===== config.mk =====
export PLATFORM = sky130hd
export DESIGN_NAME = capture_compare_timer
export DESIGN_NICKNAME = d
export VERILOG_FILES = /design/src/rtl/cct_pkg.sv /design/src/rtl/cct_prescaler.sv /design/src/rtl/cct_counter.sv /design/src/rtl/cct_channel.sv /design/src/rtl/capture_compare_timer.sv
export SDC_FILE = /design/constraint.sdc
export NUM_CORES = 1
export LEC_CHECK = 0
export BUFFER_PORTS_ARGS = -buffer_cell sky130_fd_sc_hd__buf_2
export CAP_MARGIN = 30
export CORE_ASPECT_RATIO = 1.2
export CORE_MARGIN = 2
export CORE_UTILIZATION = 35
export CTS_CLUSTER_DIAMETER = 40
export DETAILED_ROUTE_END_ITERATION = 7
export PLACE_DENSITY_LB_ADDON = 0.25
export RECOVER_POWER = 100
export SLEW_MARGIN = 20
export SYNTH_ARGS = -nofsm -noshare
export SYNTH_HDL_FRONTEND = slang
export SYNTH_SLANG_ARGS = --single-unit
export TNS_END_PERCENT = 1

===== constraint.sdc =====
create_clock -name clk -period 2 [get_ports clk]
set_input_delay 0.1 -clock clk [delete_from_list [all_inputs] [get_ports clk]]
set_output_delay 0.1 -clock clk [all_outputs]
set_load 0.05 [all_outputs]

===== src/rtl/cct_pkg.sv =====
package cct_pkg;
  localparam int CNT_W    = 16;
  localparam int DATA_W   = 16;
  localparam int ADDR_W   = 4;
  localparam int NUM_CH   = 8;
  localparam int PSEL_W   = 3;
  localparam int PRE_W    = (1 << PSEL_W) - 1;

  localparam logic [ADDR_W-1:0] A_CTRL  = 4'd0;
  localparam logic [ADDR_W-1:0] A_MODE  = 4'd1;
  localparam logic [ADDR_W-1:0] A_IEN   = 4'd2;
  localparam logic [ADDR_W-1:0] A_FLAGS = 4'd3;
  localparam logic [ADDR_W-1:0] A_COUNT = 4'd4;

  typedef struct packed {
    logic              rst_on_cmp;
    logic              ovf_ie;
    logic [PSEL_W-1:0] psel;
    logic              run;
  } ctrl_t;

  // true on the last prescaler state of each 2^sel period
  function automatic logic prescale_due(input logic [PRE_W-1:0] pre,
                                        input logic [PSEL_W-1:0] sel);
    logic [PRE_W-1:0] mask;
    mask = PRE_W'((1 << sel) - 1);
    return (pre & mask) == mask;
  endfunction

  // address of channel register n
  function automatic logic [ADDR_W-1:0] chan_addr(input int n);
    return ADDR_W'(8 + n);
  endfunction
endpackage


===== src/rtl/cct_prescaler.sv =====
module cct_prescaler
  import cct_pkg::*;
(
  input  logic              clk,
  input  logic              rst_n,
  input  logic              run,
  input  logic [PSEL_W-1:0] psel,
  output logic              tick
);
  logic [PRE_W-1:0] pre_q;

  always_ff @(posedge clk) begin
    if (!rst_n)   pre_q <= '0;
    else if (run) pre_q <= pre_q + 1'b1;
  end

  assign tick = run && prescale_due(pre_q, psel);

  AST_PRE_HOLD: assert property (@(posedge clk) disable iff (!rst_n)
    !run |=> $stable(pre_q));
endmodule


===== src/rtl/cct_counter.sv =====
module cct_counter
  import cct_pkg::*;
(
  input  logic             clk,
  input  logic             rst_n,
  input  logic             tick,
  input  logic             clr_hit,
  output logic [CNT_W-1:0] cnt,
  output logic             ovf_evt
);
  localparam logic [CNT_W-1:0] CNT_MAX = '1;
  logic [CNT_W-1:0] cnt_q;

  always_ff @(posedge clk) begin
    if (!rst_n)       cnt_q <= '0;
    else if (tick)    cnt_q <= clr_hit ? '0 : cnt_q + 1'b1;
  end

  assign cnt     = cnt_q;
  assign ovf_evt = tick && (cnt_q == CNT_MAX);

  AST_WRAP_TO_ZERO: assert property (@(posedge clk) disable iff (!rst_n)
    ovf_evt |=> cnt_q == '0);
  AST_CMP_CLEAR: assert property (@(posedge clk) disable iff (!rst_n)
    (tick && clr_hit) |=> cnt_q == '0);
  AST_STOPPED_HOLD: assert property (@(posedge clk) disable iff (!rst_n)
    !tick |=> $stable(cnt_q));
endmodule


===== src/rtl/cct_channel.sv =====
module cct_channel
  import cct_pkg::*;
(
  input  logic             clk,
  input  logic             rst_n,
  input  logic             pin,
  input  logic             is_cmp,
  input  logic             tick,
  input  logic [CNT_W-1:0] cnt,
  input  logic             wr_val,
  input  logic [CNT_W-1:0] wdata,
  input  logic             clr,
  output logic [CNT_W-1:0] val,
  output logic             flag,
  output logic             evt,
  output logic             cmp_evt
);
  logic s1_q, s2_q, s3_q;
  logic cap_evt;
  logic [CNT_W-1:0] val_q;
  logic flag_q;

  always_ff @(posedge clk) begin
    if (!rst_n) begin
      s1_q <= 1'b0; s2_q <= 1'b0; s3_q <= 1'b0;
    end else begin
      s1_q <= pin; s2_q <= s1_q; s3_q <= s2_q;
    end
  end

  assign cap_evt = !is_cmp && s2_q && !s3_q;
  assign cmp_evt = is_cmp && tick && (cnt == val_q);
  assign evt     = cap_evt || cmp_evt;

  always_ff @(posedge clk) begin
    if (!rst_n)       val_q <= '0;
    else if (cap_evt) val_q <= cnt;
    else if (wr_val)  val_q <= wdata;
  end

  always_ff @(posedge clk) begin
    if (!rst_n) flag_q <= 1'b0;
    else        flag_q <= evt || (flag_q && !clr);
  end

  assign val  = val_q;
  assign flag = flag_q;

  AST_EVT_WINS: assert property (@(posedge clk) disable iff (!rst_n)
    evt |=> flag_q);
  AST_W1C: assert property (@(posedge clk) disable iff (!rst_n)
    (clr && !evt && flag_q) |=> !flag_q);
  AST_CAP_VALUE: assert property (@(posedge clk) disable iff (!rst_n)
    cap_evt |=> val_q == $past(cnt));
  AST_CMP_MATCH_SETS: assert property (@(posedge clk) disable iff (!rst_n)
    (is_cmp && tick && cnt == val_q) |=> flag_q);
endmodule


===== src/rtl/capture_compare_timer.sv =====
module capture_compare_timer
  import cct_pkg::*;
#(
  parameter int N_CH = NUM_CH
) (
  input  logic              clk,
  input  logic              rst_n,
  input  logic [ADDR_W-1:0] reg_addr,
  input  logic [DATA_W-1:0] reg_wdata,
  input  logic              reg_we,
  output logic [DATA_W-1:0] reg_rdata,
  input  logic [N_CH-1:0]   cap_in,
  output logic [N_CH-1:0]   irq_chan,
  output logic              irq_ovf
);
  localparam int CTRL_W = $bits(ctrl_t);

  ctrl_t            ctrl_q;
  logic [N_CH-1:0]  mode_q;
  logic [N_CH-1:0]  ien_q;
  logic             ovf_flag_q;
  logic [DATA_W-1:0] rdata_q;

  logic             tick;
  logic [CNT_W-1:0] cnt;
  logic             ovf_evt;
  logic             rst_hit;
  logic             flags_wr;
  logic [N_CH-1:0]  ch_flag, ch_evt, ch_cmp;
  logic [CNT_W-1:0] ch_val [N_CH];

  assign flags_wr = reg_we && (reg_addr == A_FLAGS);
  assign rst_hit  = ctrl_q.rst_on_cmp && ch_cmp[N_CH-1];

  cct_prescaler u_pre (
    .clk(clk), .rst_n(rst_n), .run(ctrl_q.run), .psel(ctrl_q.psel), .tick(tick)
  );

  cct_counter u_cnt (
    .clk(clk), .rst_n(rst_n), .tick(tick), .clr_hit(rst_hit),
    .cnt(cnt), .ovf_evt(ovf_evt)
  );

  for (genvar n = 0; n < N_CH; n++) begin : g_ch
    cct_channel u_ch (
      .clk(clk), .rst_n(rst_n), .pin(cap_in[n]), .is_cmp(mode_q[n]),
      .tick(tick), .cnt(cnt),
      .wr_val(reg_we && (reg_addr == chan_addr(n))),
      .wdata(reg_wdata[CNT_W-1:0]),
      .clr(flags_wr && reg_wdata[n]),
      .val(ch_val[n]), .flag(ch_flag[n]), .evt(ch_evt[n]), .cmp_evt(ch_cmp[n])
    );
  end

  always_ff @(posedge clk) begin
    if (!rst_n) begin
      ctrl_q <= '0;
      mode_q <= '0;
      ien_q  <= '0;
    end else if (reg_we) begin
      case (reg_addr)
        A_CTRL:  ctrl_q <= ctrl_t'(reg_wdata[CTRL_W-1:0]);
        A_MODE:  mode_q <= reg_wdata[N_CH-1:0];
        A_IEN:   ien_q  <= reg_wdata[N_CH-1:0];
        default: ;
      endcase
    end
  end

  always_ff @(posedge clk) begin
    if (!rst_n) ovf_flag_q <= 1'b0;
    else        ovf_flag_q <= ovf_evt || (ovf_flag_q && !(flags_wr && reg_wdata[N_CH]));
  end

  function automatic logic [DATA_W-1:0] read_mux(input logic [ADDR_W-1:0] a);
    logic [DATA_W-1:0] r;
    r = '0;
    case (a)
      A_CTRL:  r = DATA_W'(ctrl_q);
      A_MODE:  r = DATA_W'(mode_q);
      A_IEN:   r = DATA_W'(ien_q);
      A_FLAGS: r = DATA_W'({ovf_flag_q, ch_flag});
      A_COUNT: r = DATA_W'(cnt);
      default: begin
        for (int n = 0; n < N_CH; n++)
          if (a == chan_addr(n)) r = DATA_W'(ch_val[n]);
      end
    endcase
    return r;
  endfunction

  always_ff @(posedge clk) begin
    if (!rst_n) rdata_q <= '0;
    else        rdata_q <= read_mux(reg_addr);
  end

  assign reg_rdata = rdata_q;
  assign irq_chan  = ch_flag & ien_q;
  assign irq_ovf   = ovf_flag_q && ctrl_q.ovf_ie;

  AST_OVF_FLAG_SET: assert property (@(posedge clk) disable iff (!rst_n)
    ovf_evt |=> ovf_flag_q);
  AST_UNMAPPED_ZERO: assert property (@(posedge clk) disable iff (!rst_n)
    (reg_addr > A_COUNT && reg_addr < 4'd8) |=> reg_rdata == '0);
  AST_COUNT_READ: assert property (@(posedge clk) disable iff (!rst_n)
    (reg_addr == A_COUNT) |=> reg_rdata == DATA_W'($past(cnt)));
  AST_IRQ_OVF_RISE: assert property (@(posedge clk) disable iff (!rst_n)
    $rose(irq_ovf) |-> ctrl_q.ovf_ie);
endmodule


==> metrics.txt <==
synth unique cells=64; unrepaired setup endpoints after global routing=yes; slowest cell on the critical path=dfxtp_1; first drt pass iteration count=5; worst hold path cell count=3; synth top area cells=dfxtp_1, mux2i_1, o211a_1, xnor2_1, nand2_1; slew margin rel.=30.2%; met2 wire len=roughly 22 mm; Hold Crit Class=input pin to flip-flop; GR Overflow Total=0; H-tree depth=2; Top Metal Used=met4; TritonCTS buffer count=38; Fmax=504 MHz; via density per instance=5.55; total power=13000 uW; leading area contributor after synthesis=dfxtp_1; nets=between 1500 and 2000; metal3 WL=2.60 mm; CTS tree=done; final wirelength=45.7 mm; initial antenna violation count=0; R2R depth=9; crit-path max FO=15; Core Util, Final=43.4%; Clk pin slew, worst setup/hold paths=around 0.05 ns; hpwl dp=~33 mm; first-pass GRT wire length=approximately 69 mm; crit-path leading delay family=simple AND/OR/NAND/NOR gates; via count of the first global-routing pass=~11000; syn nets=between 1000 and 1500; die area=38400 um2; crit path capture type=flip-flop; share of cells above drive strength 1=19.3%; worst path buffer plus inverter count=3; fin. max-slew vios=0; Clock Skews=0.0198 ns; Final Cycle Share=99.2%; core footprint=approximately 37000 um2; Cell Area, Placed=14400 um2; register area share after synthesis=34.5%; post-route cell area=15900 um2; status=complete, no violations; Starting Density=35.2%; clk_lat worst skew=0.54 ns; max_cap viols=0; critical path type=flip-flop to flip-flop; clock sink total=222; Post-synth ARST share=0%; I/O Pins=56; Die Ht=214 um; post-route ant nets=0; Post-Syn Area=12900 um2; crit-path max cell delay=0.35 ns; Routability Congestion=roughly 0.95; IO buf count=55; via count=11102; wl on met1=roughly 19 mm; Longest Clk Path Bufs=3; CP required=2.47 ns; Startpoint Class=flip-flop; Pleak=0.00737 uW; Critical Path Stages=9; Filler cells=roughly 3600; worst-case vdd ir drop=0.511 mV; Die W=179 um; WP data arrival=2.45 ns; number of remaining DRC errors=0; area of the multi-input gates=7860 um2; First DRT Iteration DRCs=918; WHS=approximately 0.06 ns; largest net degree at the start of global routing=54; Rows=a little under 80; Area growth, synth to finish=23.2%; pwr dens=815 nW/um2; Routed WL per cell=22.8 um; Synthesis Warnings=0; register bit total from synthesis=222; top_reg_cell synth=dfxtp_1; Final min period=1.98 ns; Hold Vio Cnt, Final=0; Root Driver=clkbuf_16; critical path, cell by cell=buf_12, buf_4, xnor2_2, nand4_1, nor4_2, buf_4, nand3_1, o21ai_0, and2_1; Final Setup Violations=0; top-count cell post-synth=dfxtp_1; number of diodes=0; most used cell, CP=buf_4; FF+latch area=approximately 4500 um2; Post-synth top cells=dfxtp_1, nand2_1, mux2i_1, o211a_1, xnor2_1; Mapped Cells=approximately 1400; R2R Setup Slk=0.02 ns; top cell type's share of synthesized area=34.5%; slew of the pin with the lowest slew margin=1.04 ns; Syn Area/Cell=9.16 um2; Post-synth EDFFs=0; GRT Overall Usage=23.6%
cells by family (layout without fill, tap and decap cells):
| kind of cell | after synthesis | in the layout | synth area share, % |
|---|---|---|---|
| adders and majority gates | 3 | 3 | 0.291 |
| xor gates and xnor gates | 146 | 146 | 9.91 |
| AOI/OAI and AO/OA | 260 | 260 | 16.9 |
| muxes | 170 | 170 | 14.6 |
| and+or+nand+nor | 454 | 454 | 18.3 |
| DFF | 222 | 222 | 34.5 |
| buffers and inverters | 153 | 272 | 5.60 |
worst reg2reg max path: stages (launching register included):
cell and delay, ns:
dfxtp_1 0.35, buf_12 0.16, buf_4 0.21, xnor2_2 0.16
nand4_1 0.19, nor4_2 0.31, buf_4 0.16, nand3_1 0.07
o21ai_0 0.16, and2_1 0.14
through the flow:
step                instances  setup WS [ns]  TNS, ns
floorplan                1408        -0.0259   -0.253
global placement         1920        -0.0950    -1.41
detailed placement       1920         -0.144    -2.66
CTS                      2001        0.00133        0
global route             2001        -0.0511   -0.263
finish                   2001         0.0165        0
layer usage:
layer  vias to the layer above  GRT usage (%)
met4                         0           12.2
met1                      5362           30.0
met5                         -              0
met2                       420           38.4
li1                       5197              -
met3                       123           3.65
layout by cell type, fill, tap and decap left out, drive strengths merged, types with 4 or more instances in the layout:
cell	synthesis	final
nand2	167	167
clkbuf	85	75
nor4	12	12
mux2i	147	147
o21ai	32	32
buf	59	152
nand2b	9	9
nand4	31	31
o211a	128	128
o2bb2ai	4	4
o221ai	8	8
dfxtp	222	222
o22ai	6	6
o31ai	4	4
xor2	33	33
or3b	5	5
a21boi	18	18
a22oi	11	11
inv	8	13
xnor2	113	113
dlygate4sd3	0	11
nor3	10	10
and3	4	4
mux4	13	13
nor2	50	50
nor2b	29	29
a21oi	28	28
clkinv	1	15
mux2	10	10
nand3	70	70
and4	4	4
and2	49	49
flip-flops by register name, indices dropped and copies added (netlist names):
register and flops:
g_ch.u_ch.val 128, reg_rdata 16, u_cnt.cnt 16, g_ch.u_ch.flag 8, g_ch.u_ch.s1_q 8, g_ch.u_ch.s2_q 8, g_ch.u_ch.s3_q 8, ien_q 8
mode_q 8, u_pre.pre_q 7, ctrl_q 6, ovf_flag_q 1
timing repair:
item / CTS / global route
endpoints found under the hold margin: 30 / 0
endpoints found under the setup margin: 25 / 25
gates resized for setup: 9 / 19
setup buffers: 2 / 0
pin swaps: 3 / 6
hold buffers: 11 / 0
final timing paths:
kind / startpoint / endpoint
setup / recovery: u_cnt.cnt[4] / g_ch[4].u_ch.flag
setup reg to reg: u_cnt.cnt[4] / g_ch[4].u_ch.flag
hold / removal: reg_wdata[7] / mode_q[7]
hold reg to reg: g_ch[2].u_ch.s1_q / g_ch[2].u_ch.s2_q
layout make-up:
class	instances	area share [%]
repair buffers	195	10.6
clock inverters	24	1.63
multi-input cells	1033	49.4
flip-flops and latches	222	28.0
inverters	9	0.213
well taps	474	3.73
clock buffers	44	6.39
where the power goes:
group	switching, uW	leakage [uW]	internal [uW]	total (uW)
logic	903	0.00493	692	1590
clock network	2460	0.000627	4080	6540
registers	196	0.00182	4630	4820
total	3560	0.00737	9400	13000
(Power assumes the default switching activity.)
